### src/rtl/rxq_pkg.sv
// Shared constants and entry formatting for the receive queue.
// Assumes an 8-bit character and a 16-bit queue word.
package rxq_pkg;
    localparam int ENT_W     = 16;
    localparam int BIT_VALID = 15;
    localparam int BIT_ERR   = 14;
    localparam int BIT_OVR   = 13;
    localparam int BIT_FRM   = 12;
    localparam int BIT_BRK   = 11;
    localparam int BIT_PAR   = 10;

    localparam int FLG_AGE  = 0;
    localparam int FLG_WAKE = 1;
    localparam int FLG_BRK  = 2;
    localparam int FLG_OVR  = 3;
    localparam int NFLG     = 4;

    // Build a queue word from a character or a break event.
    function automatic logic [ENT_W-1:0] build_entry(
        input logic       is_brk,
        input logic [7:0] data,
        input logic       par_err,
        input logic       frm_err,
        input logic       lost);
        logic [ENT_W-1:0] w;
        logic             p, f, b;
        b = is_brk;
        p = is_brk ? 1'b0 : par_err;
        f = is_brk ? 1'b1 : frm_err;
        w = '0;
        w[BIT_VALID] = 1'b1;
        w[BIT_OVR]   = lost;
        w[BIT_FRM]   = f;
        w[BIT_BRK]   = b;
        w[BIT_PAR]   = p;
        w[BIT_ERR]   = p | f | b | lost;
        w[7:0]       = is_brk ? 8'h00 : data;
        return w;
    endfunction
endpackage

### src/rtl/rxq_storage.sv
// Circular buffer holding DEPTH words. It assumes the caller only pushes
// when space exists (or a pop happens in the same cycle) and only pops
// when non-empty. It reports the head word and the fill level.
module rxq_storage #(
    parameter int DEPTH = 32,
    parameter int W     = 16,
    localparam int PTR_W = $clog2(DEPTH),
    localparam int CNT_W = $clog2(DEPTH + 1)
) (
    input  logic             clk,
    input  logic             rst_n,
    input  logic             push,
    input  logic             pop,
    input  logic [W-1:0]     wdata,
    output logic [W-1:0]     head,
    output logic [CNT_W-1:0] level
);
    localparam logic [PTR_W-1:0] LAST = PTR_W'(DEPTH - 1);

    logic [W-1:0]     mem [DEPTH];
    logic [PTR_W-1:0] wr_ptr, rd_ptr;

    // Store the incoming word at the write pointer.
    always_ff @(posedge clk) begin
        if (push) mem[wr_ptr] <= wdata;
    end

    // Advance pointers and track the number of stored words.
    always_ff @(posedge clk) begin
        if (!rst_n) begin
            wr_ptr <= '0;
            rd_ptr <= '0;
            level  <= '0;
        end else begin
            if (push) wr_ptr <= (wr_ptr == LAST) ? '0 : wr_ptr + 1'b1;
            if (pop)  rd_ptr <= (rd_ptr == LAST) ? '0 : rd_ptr + 1'b1;
            if (push && !pop)      level <= level + 1'b1;
            else if (pop && !push) level <= level - 1'b1;
        end
    end

    // The head word, valid whenever the level is non-zero.
    assign head = mem[rd_ptr];
endmodule

### src/rtl/rxq_age_timer.sv
// Idle timer: counts ticks while enabled and produces a single expiry
// pulse on the AGE_TICKS-th tick. It then holds until restarted.
// A restart has precedence over a tick.
module rxq_age_timer #(
    parameter int AGE_TICKS = 80,
    localparam int T_W = $clog2(AGE_TICKS + 1)
) (
    input  logic clk,
    input  logic rst_n,
    input  logic run,
    input  logic restart,
    input  logic tick,
    output logic expire
);
    localparam logic [T_W-1:0] LIMIT     = T_W'(AGE_TICKS);
    localparam logic [T_W-1:0] LIMIT_M1  = T_W'(AGE_TICKS - 1);

    logic [T_W-1:0] cnt;
    logic           hold0;

    assign hold0  = restart || !run;
    assign expire = !hold0 && tick && (cnt == LIMIT_M1);

    // Tick counter, saturating at the limit.
    always_ff @(posedge clk) begin
        if (!rst_n)                    cnt <= '0;
        else if (hold0)                cnt <= '0;
        else if (tick && cnt != LIMIT) cnt <= cnt + 1'b1;
    end
endmodule

### src/rtl/rxq_flags.sv
// Bank of sticky status bits, one per lane. Set has priority over clear.
module rxq_flags #(
    parameter int N = 4
) (
    input  logic         clk,
    input  logic         rst_n,
    input  logic [N-1:0] set_vec,
    input  logic [N-1:0] clr_vec,
    output logic [N-1:0] flags
);
    for (genvar i = 0; i < N; i++) begin : g_flag
        // Hold one sticky bit.
        always_ff @(posedge clk) begin
            if (!rst_n)          flags[i] <= 1'b0;
            else if (set_vec[i]) flags[i] <= 1'b1;
            else if (clr_vec[i]) flags[i] <= 1'b0;
        end
    end
endmodule

### src/rtl/rxq_top.sv
// Receive queue with ageing timer, sticky status and interrupt.
// It assumes char_stb and brk_stb are one-cycle pulses from the
// deserializer and that bit_tick pulses once per bit time.
module rxq_top #(
    parameter int DEPTH          = 32,
    parameter int TICKS_PER_CHAR = 10,
    parameter int AGE_CHARS      = 8,
    localparam int LVL_W     = $clog2(DEPTH + 1),
    localparam int AGE_TICKS = TICKS_PER_CHAR * AGE_CHARS
) (
    input  logic                      clk,
    input  logic                      rst_n,
    input  logic                      char_stb,
    input  logic [7:0]                char_data,
    input  logic                      char_par_err,
    input  logic                      char_frm_err,
    input  logic                      brk_stb,
    input  logic                      bit_tick,
    input  logic                      rd_stb,
    output logic [rxq_pkg::ENT_W-1:0] rd_data,
    input  logic [LVL_W-1:0]          trig_lvl,
    input  logic                      clr_wr,
    input  logic [rxq_pkg::NFLG-1:0]  clr_mask,
    input  logic                      en_ready,
    input  logic [rxq_pkg::NFLG-1:0]  en_mask,
    output logic                      rx_ready,
    output logic [rxq_pkg::NFLG-1:0]  sticky_flags,
    output logic                      irq
);
    import rxq_pkg::*;

    localparam logic [LVL_W-1:0] FULL_LVL = LVL_W'(DEPTH);

    logic [ENT_W-1:0] head, new_ent;
    logic [LVL_W-1:0] level;
    logic             pop_ok, push_req, push_ok, drop;
    logic             lost_q, age_run, age_exp;
    logic [NFLG-1:0]  set_vec, clr_vec;

    // Queue control: a break overrides a simultaneous character.
    always_comb begin
        pop_ok   = rd_stb && (level != '0);
        push_req = brk_stb || char_stb;
        push_ok  = push_req && ((level != FULL_LVL) || pop_ok);
        drop     = push_req && !push_ok;
        new_ent  = build_entry(brk_stb, char_data, char_par_err, char_frm_err, lost_q);
    end

    // Remember a dropped push so the next stored word is marked.
    always_ff @(posedge clk) begin
        if (!rst_n)       lost_q <= 1'b0;
        else if (push_ok) lost_q <= 1'b0;
        else if (drop)    lost_q <= 1'b1;
    end

    rxq_storage #(.DEPTH(DEPTH), .W(ENT_W)) u_store (
        .clk   (clk),
        .rst_n (rst_n),
        .push  (push_ok),
        .pop   (pop_ok),
        .wdata (new_ent),
        .head  (head),
        .level (level)
    );

    assign rd_data  = (level != '0) ? head : '0;
    assign rx_ready = level > trig_lvl;
    assign age_run  = (level != '0) && (level <= trig_lvl);

    rxq_age_timer #(.AGE_TICKS(AGE_TICKS)) u_age (
        .clk     (clk),
        .rst_n   (rst_n),
        .run     (age_run),
        .restart (push_ok || pop_ok),
        .tick    (bit_tick),
        .expire  (age_exp)
    );

    // Collect the set and clear events for the sticky bits.
    always_comb begin
        set_vec           = '0;
        set_vec[FLG_AGE]  = age_exp;
        set_vec[FLG_WAKE] = char_stb && !brk_stb;
        set_vec[FLG_BRK]  = brk_stb;
        set_vec[FLG_OVR]  = drop;
        clr_vec           = clr_wr ? clr_mask : '0;
    end

    rxq_flags #(.N(NFLG)) u_flags (
        .clk     (clk),
        .rst_n   (rst_n),
        .set_vec (set_vec),
        .clr_vec (clr_vec),
        .flags   (sticky_flags)
    );

    assign irq = (rx_ready && en_ready) || |(sticky_flags & en_mask);
endmodule

### config.mk
export PLATFORM = sky130hd
export DESIGN_NAME = rxq_top
export DESIGN_NICKNAME = d
export VERILOG_FILES = /design/src/rtl/rxq_pkg.sv /design/src/rtl/rxq_storage.sv /design/src/rtl/rxq_age_timer.sv /design/src/rtl/rxq_flags.sv /design/src/rtl/rxq_top.sv
export SDC_FILE = /design/constraint.sdc
export NUM_CORES = 1
export LEC_CHECK = 0
export BUFFER_PORTS_ARGS = -buffer_cell sky130_fd_sc_hd__buf_2
export CAP_MARGIN = 10
export CORE_ASPECT_RATIO = 1.25
export CORE_MARGIN = 4
export CORE_UTILIZATION = 55
export CTS_CLUSTER_DIAMETER = 100
export DETAILED_ROUTE_END_ITERATION = 8
export PLACE_DENSITY = 0.71
export SYNTH_ARGS = -nofsm -noshare
export SYNTH_HDL_FRONTEND = slang
export SYNTH_SLANG_ARGS = --single-unit
### constraint.sdc
create_clock -name clk -period 4.5 [get_ports clk]
set_input_delay 0.225 -clock clk [delete_from_list [all_inputs] [get_ports clk]]
set_output_delay 0.225 -clock clk [all_outputs]
set_load 0.01 [all_outputs]
* Yosys cells after proc, flatten, opt, wreduce, memory -nomap -nowiden
Memory sizes are Yosys's and may differ from the RTL's. A register that Yosys moved wholly into a read port is not among the register bits. Cells that the tools add are included.
Storage, ports and cells: register bits 28, bits in latches 0, RAM bits 416, memory bits (read-only) 0, input port bits 32, output and inout bits 22, logic and storage cells 78, memories 1
Operators by class: add/subtract/negate cells 5, multiply operators 0, divide/modulo/power cells 0, $lt $le $gt $ge 2, equality and inequality tests 5, shift-type cells 0, muxes and demuxes 21, bitwise logic cells 5, reductions and logical operators 30
Memories:
- u_store.mem | words 32, width 13, rd ports 1, clocked after Yosys merged registers in 1, write ports 1, line rxq_storage.sv:20 | logic [W-1:0] mem [DEPTH];
Operators by type and width (count):
- 5-bit 2-to-1 mux | 4
- 16-bit 2-to-1 mux | 1
- 1-bit 2-to-1 mux | 12
- 6-bit 2-to-1 mux | 2
- 1-bit logical AND | 11
- 5-bit by 1-bit adder with 5-bit output (second input constant) | 2
- 5-bit equality test (second input constant) | 2
- 2-bit nonzero test | 5
- 8-bit 2-to-1 mux | 1
- 7-bit by 1-bit adder with 7-bit output (second input constant) | 1
- 7-bit equality test (second input constant) | 1
- 7-bit inequality test (second input constant) | 1
- 6-bit by 1-bit adder with 6-bit output (second input constant) | 1
- 6-bit greater-than comparator | 1
- 6-bit less-or-equal comparator | 1
- 6-bit inequality test (second input constant) | 1
- 6-bit nonzero test | 1
- 6-bit by 1-bit subtractor with 6-bit output (second input constant) | 1
- 1-bit logical NOT | 5
- 1-bit logical OR | 5
- 4-bit AND | 1
- 4-bit 2-to-1 mux | 1
- 2-bit OR reduction | 2
- 4-bit OR reduction | 1
- other kinds (2) | 4

* Depth between registers and ports, before layout
Gate-level depths: netlist of the first run.
word-level depth 10, depth in mapped cells 11, depth with buffers taken out 11

* Cells and area by module
A second synthesis of the first run with hierarchy kept.
Unflattened totals: cells, all modules 1195, area, all modules 21803.4 µm²
By module, submodules not included:
- rxq_storage | times used 1, cells an instance 1067, area each 20766.2 µm², sequential area each 15795.1 µm²
- rxq_top | times used 1, cells an instance 74, area each 504.2 µm², sequential area each 20.0 µm²
- rxq_age_timer | times used 1, cells an instance 42, area each 367.9 µm², sequential area each 140.1 µm²
- rxq_flags | times used 1, cells an instance 12, area each 165.2 µm², sequential area each 80.1 µm²

* Least setup slack after synthesis of the first run
Ideal clock, no wire load.
path type register to register, start point register u_store.level[0], end point register u_store.level[5], setup time 0.115 ns, arrival time 3.259 ns, data required time 4.385 ns, slack 1.126 ns, stages on the path, launching flop included 11, path buffers 0, clock period less this slack 3.374 ns, cell sequence dfxtp_1 > or4_4 > o31ai_2 > ha_1 > inv_1 > ha_1 > or4b_2 > a311o_1 > o311ai_0 > xor2_1 > and2_1
Between the ends: word-level cells in the longest chain between the ends 7, elaborated cells on any way between the ends 14, classes of those cells add/sub (2); eq/ne (1); mux (2); reduce/logical (9)
RTL lines:
- from (decl) | line rxq_storage.sv:16 | output logic [CNT_W-1:0] level
- from (signal assigned) | line rxq_storage.sv:37 | if (push && !pop) level <= level + 1'b1;
- from (signal assigned) | line rxq_storage.sv:38 | else if (pop && !push) level <= level - 1'b1;
- branches (longest 7 deep; another with 6-bit by 1-bit subtractor with 6-bit output)
Parallel ways; which one is timed is not known. The select of a mux whose other input is x is not followed. A chain may end at the register's enable or synchronous reset.

==> results.json, run 1 <==
{
  "status": "finished clean",
  "clkSinkCount": 449,
  "grt_pass1_wl_um": 56930,
  "whs_ps": 25.91,
  "crit_arrival_ps": 3300,
  "powerDensity_nw_per_um2": 485.9,
  "drtAntennaViolNets": 0,
  "ios": 54,
  "layout_min_cycle_time_ps": 3521,
  "fin_tns_setup_ps": 0,
  "vdd_ir_drop_max_uv": 407.9,
  "intPower_uw": 7359,
  "drive_gt1_share_pct": 29.59,
  "synth_ff_type": "edfxtp_1",
  "fin_nets": 1045,
  "drc": 0,
  "p_sw_share_pct": 25.20,
  "p_switching_uw": 2480,
  "fin_crit_sh_pct": 78.25,
  "critPathRequiredTime_ps": 4280,
  "grt_max_degree": 65,
  "dr.pass1.iters": 5,
  "vias": 8862,
  "cts-buffers-inserted": 42,
  "grt_util_all_layers_pct": 21.60,
  "cts_tree": "yes",
  "post_drt_wl_per_cell_um": 26.04,
  "slew_headroom_pct": 20.86,
  "clock_skew_ps": 23.43,
  "p_leak_uw": 0.006588,
  "synth_area_leader_cell": "edfxtp_1",
  "hold_class": "primary input to register",
  "rsz0062_at_grt": "no",
  "die_w_um": 169.4,
  "clockPowerShare_pct": 34.1,
  "die_h_um": 209.8,
  "maxSlewViolCount": 0,
  "core-area_um2": 31970,
  "placed_cell_area_um2": 18870,
  "place.gp.congestion": 0.7873,
  "ys_seq_area_share_pct": 73.42,
  "gr-total-overflow": 0,
  "area_delta_synth_final_pct": 13.03,
  "ys_seq_elements": 449,
  "avgSynthCellArea_um2": 20.20,
  "tightest_slew_ps": 1187,
  "setup_slack_ps": 978.9,
  "syn_inst": 887,
  "die_area_um2": 35540,
  "antenna_found_initial": 0,
  "place_hpwl_um": 22130,
  "cts_root_buffer": "clkbuf_16",
  "power.share.combinational_pct": 17.1,
  "crit_fanout": 64,
  "core.rowCount": 73,
  "stdcell_area_um2": 20250,
  "cp-end-kind": "output pin",
  "via_per_inst": 6.171,
  "start_util_pct": 56.04,
  "maxCapViolCount": 0,
  "grt_pass1_vias": 9095,
  "antennaDiodeCount": 0,
  "synth-edff-count": 416,
  "postCtsSetupBuffers": 0,
  "startpoint_type": "register",
  "clk_latency_ps": 550,
  "netlist_area_um2": 17910,
  "htreeDepth": 2,
  "drtIter0Drc": 825,
  "port_buffers": 51,
  "ctsResizeCount": 0,
  "path_class": "register to output pin",
  "routed_wl_um": 37390,
  "p_seq_share_pct": 48.7,
  "synth_cell_types": 63,
  "finalSetupViolCount": 0,
  "cts_hold_buf": 1,
  "synth_area_leaders": "edfxtp_1 (70%), mux4_2 (15%), dfxtp_1 (3.7%)",
  "yosys_warnings": 0,
  "clockBufferDepth": 3,
  "fmax_mhz": 284.0,
  "netlist.area_leader.share_pct": 69.74,
  "synthArstFlopShare_pct": 0,
  "clk_transition_reported_paths_ps": 60,
  "pre_cts_slack_ps": 1061,
  "hold_viol": 0
}
[Yosys cell counts (all sizes together), types with 2 or more instances]
master and number:
a31oi 2, o31ai 3, mux2i 17, inv 28
a21o 4, nand3b 4, a21boi 6, nand4 4
clkbuf 16, o221ai 13, a21oi 7, nand2 20
nand3 7, or3 4, dfxtp 33, buf 27
and2 5, o21ai 5, ha 21, nor3 2
and3 4, xor2 6, nor2b 19, a221oi 14
nor2 49, or4b 2, or4 3, o21a 2
a22oi 2, mux4 117, xnor2 5, edfxtp 416
[logic make-up (layout without fill, tap and decap cells)]
| kind of cell | Yosys count | in the layout | share of synthesized area (%) |
|---|---|---|---|
| mux | 134 | 134 | 15.66 |
| xor+xnor | 11 | 11 | 0.5378 |
| compound gates | 66 | 66 | 3.031 |
| other cells | 1 | 2 | 0.02093 |
| flops | 449 | 449 | 73.42 |
| buf+inv | 71 | 207 | 1.872 |
| fa+ha+maj | 22 | 22 | 1.579 |
| simple gates | 133 | 133 | 3.877 |
[sequential cells by signal (all words and copies together), names as in the netlist, named ones only]
| name | flops |
|---|---|
| lost_q | 1 |
| u_store.wr_ptr | 5 |
| u_store.rd_ptr | 5 |
| u_store.level | 6 |
| u_store.mem | 416 |
| u_flags.flags | 4 |
| u_age.cnt | 7 |
[through the flow]
step	std cells	util (%)	total power, uW
6_report	1436	63.33	9839
5_1_grt	1436	63.33	10230
4_1_cts	1431	63.12	9915
3_5_place_dp	1353	59.02	6577
3_3_place_gp	1353	59.02	6562
2_1_floorplan	888	-	6043
[metal layers]
metal / GRT usage (%) / part of all wire [%] / vias up
li1: - / - / 3840
met4: 6.470 / 2.6 / 0
met1: 30.23 / 40 / 4656
met5: 0 / 0 / -
met3: 3.693 / 6.7 / 46
met2: 35.52 / 51 / 320
[worst paths after layout]
kind / startpoint / end / slack, ps / cells past startpoint
setup / recovery: register / rd_data[7] / 980 / 5
hold / removal: clr_wr / u_flags.flags[0] / 30 / 4
setup reg to reg: u_store.level[0] / u_store.level[5] / 1050 / 11
hold reg to reg: u_flags.flags[0] / u_flags.flags[0] / 480 / 2
[cell usage in the layout, fill, tap and decap left out, types with 6 or more instances in the layout]
master and n:
dfxtp_1 30, nor2_1 49, mux2i_1 17, nor2b_2 8, inv_1 27, buf_2 51, mux4_2 117, ha_1 21
o221ai_1 13, xor2_1 6, clkbuf_16 43, buf_4 45, a21oi_1 7, clkbuf_1 11, clkinv_1 7, nand3_1 7
nor2b_1 10, edfxtp_1 416, clkinv_2 7, nand2_1 19, a221oi_1 14
[worst max-delay path, cell delays in order, from the launching register on]
cell and delay, ps:
dfxtp_4 600, buf_12 450, nand2b_1 510, o221ai_1 300, a221oi_1 540, buf_2 240
[power by group through the flow]
stage                     sequential [uW]  clock (uW)  combinational (uW)
after CTS                            4800        3420                1700
after global placement               4880           0                1680
final                                4800        3360                1690
after detailed placement             4890           0                1690
after global routing                 4820        3590                1830
after floorplan                      4800           0                1250
[final cells by class]
class / count / area [um2]
sequential: 449 / 13160
fill: 2211 / 11720
multi-input combinational: 368 / 4457
clock buffer: 55 / 1131
timing repair buffer: 102 / 705.7
tap: 412 / 515.5
clock inverter: 22 / 168.9
inverter: 28 / 107.6
Power figures use the tool's default switching activity.
==> run 2: changes to the inputs <==
==> constraint.sdc (replaced) <==
create_clock -name clk -period 3.6 [get_ports clk]
set_input_delay 0.18 -clock clk [delete_from_list [all_inputs] [get_ports clk]]
set_output_delay 0.18 -clock clk [all_outputs]
set_load 0.01 [all_outputs]
==> results.json, run 2 (synthesis results as in run 1) <==
{
  "fmax_mhz": 305.1,
  "maxSlewViolCount": 0,
  "setup_slack_ps": 322.0,
  "grt_util_all_layers_pct": 21.58,
  "finalSetupViolCount": 0,
  "rr_startpoint": "u_store.level[0]",
  "die_h_um": 209.8,
  "regMostFlops": "u_store.mem",
  "post_drt_wl_per_cell_um": 25.95,
  "clk_latency_ps": 540,
  "hold_class": "primary input to register",
  "rrSetupSlack_ps": 320,
  "slew_headroom_pct": 16.85,
  "crit_arrival_ps": 3710,
  "worstReg2RegEnd": "u_store.level[5]",
  "grt_pass1_wl_um": 56490,
  "clockBufferDepth": 3,
  "cp-end-kind": "register",
  "layout_min_cycle_time_ps": 3278,
  "vias": 8954,
  "p_leak_uw": 0.006675,
  "min_from": "clr_wr",
  "pre_cts_slack_ps": 327.7,
  "cts_hold_buf": 8,
  "drc": 0,
  "postCtsSetupBuffers": 0,
  "mostFrequentLayoutCell": "edfxtp_1",
  "core-area_um2": 31970,
  "p_sw_share_pct": 25.05,
  "stdcell_area_um2": 20390,
  "intPower_uw": 9327,
  "maxCapViolCount": 0,
  "path_delay_family": "simple AND/OR/NAND/NOR gates",
  "fin_tns_setup_ps": 0,
  "cts-buffers-inserted": 42,
  "path_class": "register to register",
  "cp_common_cell": "ha_1",
  "powerDensity_nw_per_um2": 610.3,
  "crit_fanout": 6,
  "ff2ff_path_depth": 10,
  "tightest_slew_ps": 1247,
  "status": "finished clean",
  "die_area_um2": 35540,
  "whs_path_depth": 4,
  "hold_viol": 0,
  "grt_pass1_vias": 8989,
  "placed_cell_area_um2": 18980,
  "layout_common_cells": "edfxtp_1 (416), mux4_2 (117), buf_4 (54), buf_2 (51), nor2_1 (49)",
  "largest_register_ffs": 416,
  "port_buffers": 51,
  "routed_wl_um": 37630,
  "place.gp.congestion": 0.7968,
  "clockPowerShare_pct": 34.5,
  "cts_root_buffer": "clkbuf_16",
  "power.share.combinational_pct": 17.7,
  "grt_max_degree": 58,
  "htreeDepth": 2,
  "p_seq_share_pct": 47.8,
  "antenna_found_initial": 1,
  "fin_nets": 1060,
  "drive_gt1_share_pct": 29.96,
  "cp_slowest_cell": "or4b_2",
  "core.rowCount": 73,
  "cp.buffers_inverters": 1,
  "die_w_um": 169.4,
  "start_util_pct": 56.04,
  "drtAntennaViolNets": 0,
  "critPathRequiredTime_ps": 4040,
  "drtIter0Drc": 831,
  "clkSinkCount": 449,
  "clock_skew_ps": 15.40,
  "path_cells": "or4_4, o31ai_2, ha_1, inv_1, ha_1, or4b_2, a311o_1, o311ai_0, xor2_1, and2_1",
  "startpoint_type": "register",
  "ios": 54,
  "largestRegisters": "u_store.mem (416), u_age.cnt (7), u_store.level (6)",
  "place_hpwl_um": 22480,
  "dr.pass1.iters": 5,
  "ctsResizeCount": 0,
  "vdd_ir_drop_max_uv": 411.3,
  "via_per_inst": 6.175,
  "cts_tree": "yes",
  "fin_crit_sh_pct": 91.06,
  "slowest_delay_ps": 630,
  "gr-total-overflow": 0,
  "rsz0062_at_grt": "no",
  "p_switching_uw": 3118,
  "antennaDiodeCount": 0,
  "area_delta_synth_final_pct": 13.83,
  "holdPathEnd": "u_flags.flags[3]",
  "clk_transition_reported_paths_ps": 60
}
run 2: cell count changes in the layout (fill, tap and decap cells not counted), sizes merged:
| cell | previous run | this run |
|---|---|---|
| buf | 101 | 109 |
| dlygate4sd3 | 1 | 8 |
| clkinvlp | 4 | 1 |
| clkbuf | 55 | 53 |
| clkinv | 15 | 17 |
| bufinv | 2 | 3 |
| inv | 29 | 30 |
run 2: area by class of cell:
| class | count | area (um2) |
|---|---|---|
| clock buffers | 53 | 1144 |
| clock inverters | 23 | 190.2 |
| fillers | 2167 | 11580 |
| inverters | 28 | 107.6 |
| multi-input cells | 368 | 4452 |
| flip-flops and latches | 449 | 13160 |
| well taps | 412 | 515.5 |
| repair buffers | 117 | 820.8 |
run 2: routing by layer:
layer | GRT usage, % | vias up | part of all wire, % | routed length (um)
li1 | - | 3886 | - | -
met1 | 30.02 | 4647 | 40 | 15150
met2 | 35.78 | 367 | 51 | 19150
met3 | 3.391 | 52 | 6.2 | 2319
met4 | 6.637 | 2 | 2.6 | 993
met5 | 0 | - | 0.045 | 17
run 2: per-stage QoR:
stage	utilization [%]	cells	total power, uW	hold slack, ps
6_report	63.78	1450	12440	28.07
3_3_place_gp	59.36	1366	8230	464.9
4_1_cts	63.78	1450	12530	4.320
5_1_grt	63.78	1450	12920	53.01
3_5_place_dp	59.36	1366	8261	463.1
2_1_floorplan	-	888	7554	278.9
run 2: worst max path at each step:
stage                        to             start  slack [ps]  cells past startpoint
2_1_floorplan  u_store.level[5]  u_store.level[0]         230                     10
3_3_place_gp   u_store.level[5]  u_store.level[0]         360                     10
3_5_place_dp   u_store.level[5]  u_store.level[0]         330                     10
4_1_cts             rd_data[10]          register         300                      6
5_1_grt        u_store.level[5]  u_store.level[0]          90                     10
6_report       u_store.level[5]  u_store.level[0]         320                     10
run 2: tightest hold or removal path, delay by kind of cell:
family	cells	cell delay, ps
AO/OA/AOI/OAI	1	60
buffers and inverters	1	120
AND/OR/NAND/NOR	2	170
run 2: power groups by stage:
stage / Sequential, uW / Combinational (uW) / Clock [uW]
global route: 5960 / 2370 / 4590
finish: 5950 / 2200 / 4300
detailed placement: 6060 / 2200 / 0
floorplan: 6000 / 1560 / 0
global placement: 6050 / 2180 / 0
CTS: 5950 / 2220 / 4360
==> run 3: changes to the inputs <==
--- a/config.mk
+++ b/config.mk
@@ -9,10 +9,10 @@
 export CAP_MARGIN = 10
 export CORE_ASPECT_RATIO = 1.25
 export CORE_MARGIN = 4
-export CORE_UTILIZATION = 55
+export CORE_UTILIZATION = 50
 export CTS_CLUSTER_DIAMETER = 100
 export DETAILED_ROUTE_END_ITERATION = 8
-export PLACE_DENSITY = 0.71
+export PLACE_DENSITY = 0.65
 export SYNTH_ARGS = -nofsm -noshare
 export SYNTH_HDL_FRONTEND = slang
 export SYNTH_SLANG_ARGS = --single-unit
==> results.json, run 3 (synthesis results as in run 1) <==
{
  "path_cells": "or4_4, o31ai_2, ha_1, inv_1, ha_1, or4b_2, a311o_1, o311ai_0, xor2_1, and2_1",
  "startpoint_type": "register",
  "slowest_delay_ps": 630,
  "place.gp.congestion": 0.7939,
  "largest_register_ffs": 416,
  "cts_root_buffer": "clkbuf_16",
  "drtIter0Drc": 798,
  "p_leak_uw": 0.006698,
  "ios": 54,
  "cts_tree": "yes",
  "largestRegisters": "u_store.mem (416), u_age.cnt (7), u_store.level (6)",
  "mostFrequentLayoutCell": "edfxtp_1",
  "grt_util_all_layers_pct": 20.35,
  "layout_min_cycle_time_ps": 3349,
  "fmax_mhz": 298.6,
  "clockBufferDepth": 3,
  "fin_crit_sh_pct": 93.03,
  "slew_headroom_pct": 39.99,
  "place_hpwl_um": 23470,
  "clock_skew_ps": 16.58,
  "core.rowCount": 77,
  "antenna_found_initial": 0,
  "maxCapViolCount": 0,
  "via_per_inst": 5.865,
  "regMostFlops": "u_store.mem",
  "drc": 0,
  "core-area_um2": 35360,
  "vias": 8926,
  "cp_common_cell": "ha_1",
  "worstReg2RegEnd": "u_store.level[5]",
  "path_class": "register to register",
  "finalSetupViolCount": 0,
  "status": "finished clean",
  "grt_max_degree": 47,
  "layout_common_cells": "edfxtp_1 (416), mux4_2 (117), buf_4 (62), buf_2 (51), nor2_1 (49)",
  "rr_startpoint": "u_store.level[0]",
  "cp-end-kind": "register",
  "tightest_slew_ps": 900.2,
  "routed_wl_um": 38650,
  "min_from": "bit_tick",
  "hold_class": "primary input to register",
  "critPathRequiredTime_ps": 4050,
  "drtAntennaViolNets": 0,
  "cts-buffers-inserted": 42,
  "crit_fanout": 6,
  "cp_slowest_cell": "or4b_2",
  "htreeDepth": 2,
  "drive_gt1_share_pct": 30.15,
  "port_buffers": 51,
  "rrSetupSlack_ps": 250,
  "post_drt_wl_per_cell_um": 25.40,
  "ff2ff_path_depth": 10,
  "die_h_um": 219.6,
  "endpoint": "u_store.level[5]",
  "crit_arrival_ps": 3800,
  "fin_nets": 1070,
  "cp-startpoint": "u_store.level[0]",
  "dr.pass1.iters": 4,
  "clk_latency_ps": 550,
  "powerDensity_nw_per_um2": 600.7,
  "gr-total-overflow": 0,
  "hold_viol": 0,
  "stdcell_count": 1522,
  "antennaDiodeCount": 0,
  "fin_tns_setup_ps": 0,
  "grt_pass1_vias": 9283,
  "clk_transition_reported_paths_ps": 60,
  "place_inst": 1436,
  "clkSinkCount": 449,
  "die_w_um": 177.3,
  "vdd_ir_drop_max_uv": 418.5,
  "start_util_pct": 50.66,
  "rsz0062_at_grt": "no",
  "maxSlewViolCount": 0,
  "area_delta_synth_final_pct": 14.42,
  "die_area_um2": 38940,
  "grt_pass1_wl_um": 58050
}
-- run 3: what timing repair did --
item,4_1_cts,5_1_grt
endpoints found under the hold margin,7,0
gates resized for setup,0,0
hold buffers,10,0
setup buffers,0,0
endpoints found under the setup margin,0,0
-- run 3: metal layers --
| layer | global-route usage [%] | part of all wire (%) | up-vias |
|---|---|---|---|
| met4 | 6.629 | 2.8 | 0 |
| met2 | 34.68 | 51 | 289 |
| met3 | 3.672 | 5.8 | 52 |
| met1 | 26.90 | 40 | 4686 |
| met5 | 0 | 0 | - |
| li1 | - | - | 3899 |
-- run 3: metrics by stage --
| stage | power (uW) | setup WS, ps | area, um2 | hold slack [ps] | util (%) |
|---|---|---|---|---|---|
| 3_3_place_gp | 8281 | 336.9 | 19110 | 474.2 | 54.06 |
| 3_5_place_dp | 8307 | 286.9 | 19110 | 482.2 | 54.06 |
| 6_report | 12310 | 250.9 | 20500 | 39.61 | 57.97 |
| 2_1_floorplan | 7554 | 226.3 | 17920 | 278.9 | - |
| 4_1_cts | 12440 | 259.1 | 20500 | 10.31 | 57.97 |
| 5_1_grt | 12820 | 64.51 | 20500 | 55.10 | 57.97 |
-- run 3: how the worst min path moves through the flow --
stage / slack, ps / to / depth (start not counted)
floorplan: 280 / u_store.mem[0][9] / 0
global placement: 470 / u_flags.flags[0] / 4
detailed placement: 480 / u_flags.flags[0] / 4
CTS: 10 / u_age.cnt[3] / 4
global route: 60 / u_age.cnt[3] / 4
finish: 40 / u_age.cnt[3] / 4
-- run 3: area by class of cell --
| type | instances | area (um2) |
|---|---|---|
| Fill cell | 2615 | 14860 |
| Sequential cell | 449 | 13160 |
| Multi-Input combinational cell | 368 | 4452 |
| Clock buffer | 55 | 1141 |
| Timing Repair Buffer | 127 | 900.9 |
| Tap cell | 474 | 593.1 |
| Clock inverter | 21 | 140.1 |
| Inverter | 28 | 107.6 |
-- run 3: power by group --
group,leakage (uW),total [uW],switching [uW],internal [uW]
logic,0.00201,2210,1160,1050
clock network,0.000631,4130,1820,2310
registers,0.00406,5970,141,5830
-- run 3: worst max-delay path, delay by kind of cell, from the launching register on --
kind / cells / cell delay [ps]
buffers and inverters: 1 / 150
XOR/XNOR: 1 / 120
AO/OA/AOI/OAI: 3 / 640
adder cells (fa/ha/maj): 2 / 540
AND/OR/NAND/NOR: 3 / 1410
flip-flops: 1 / 370
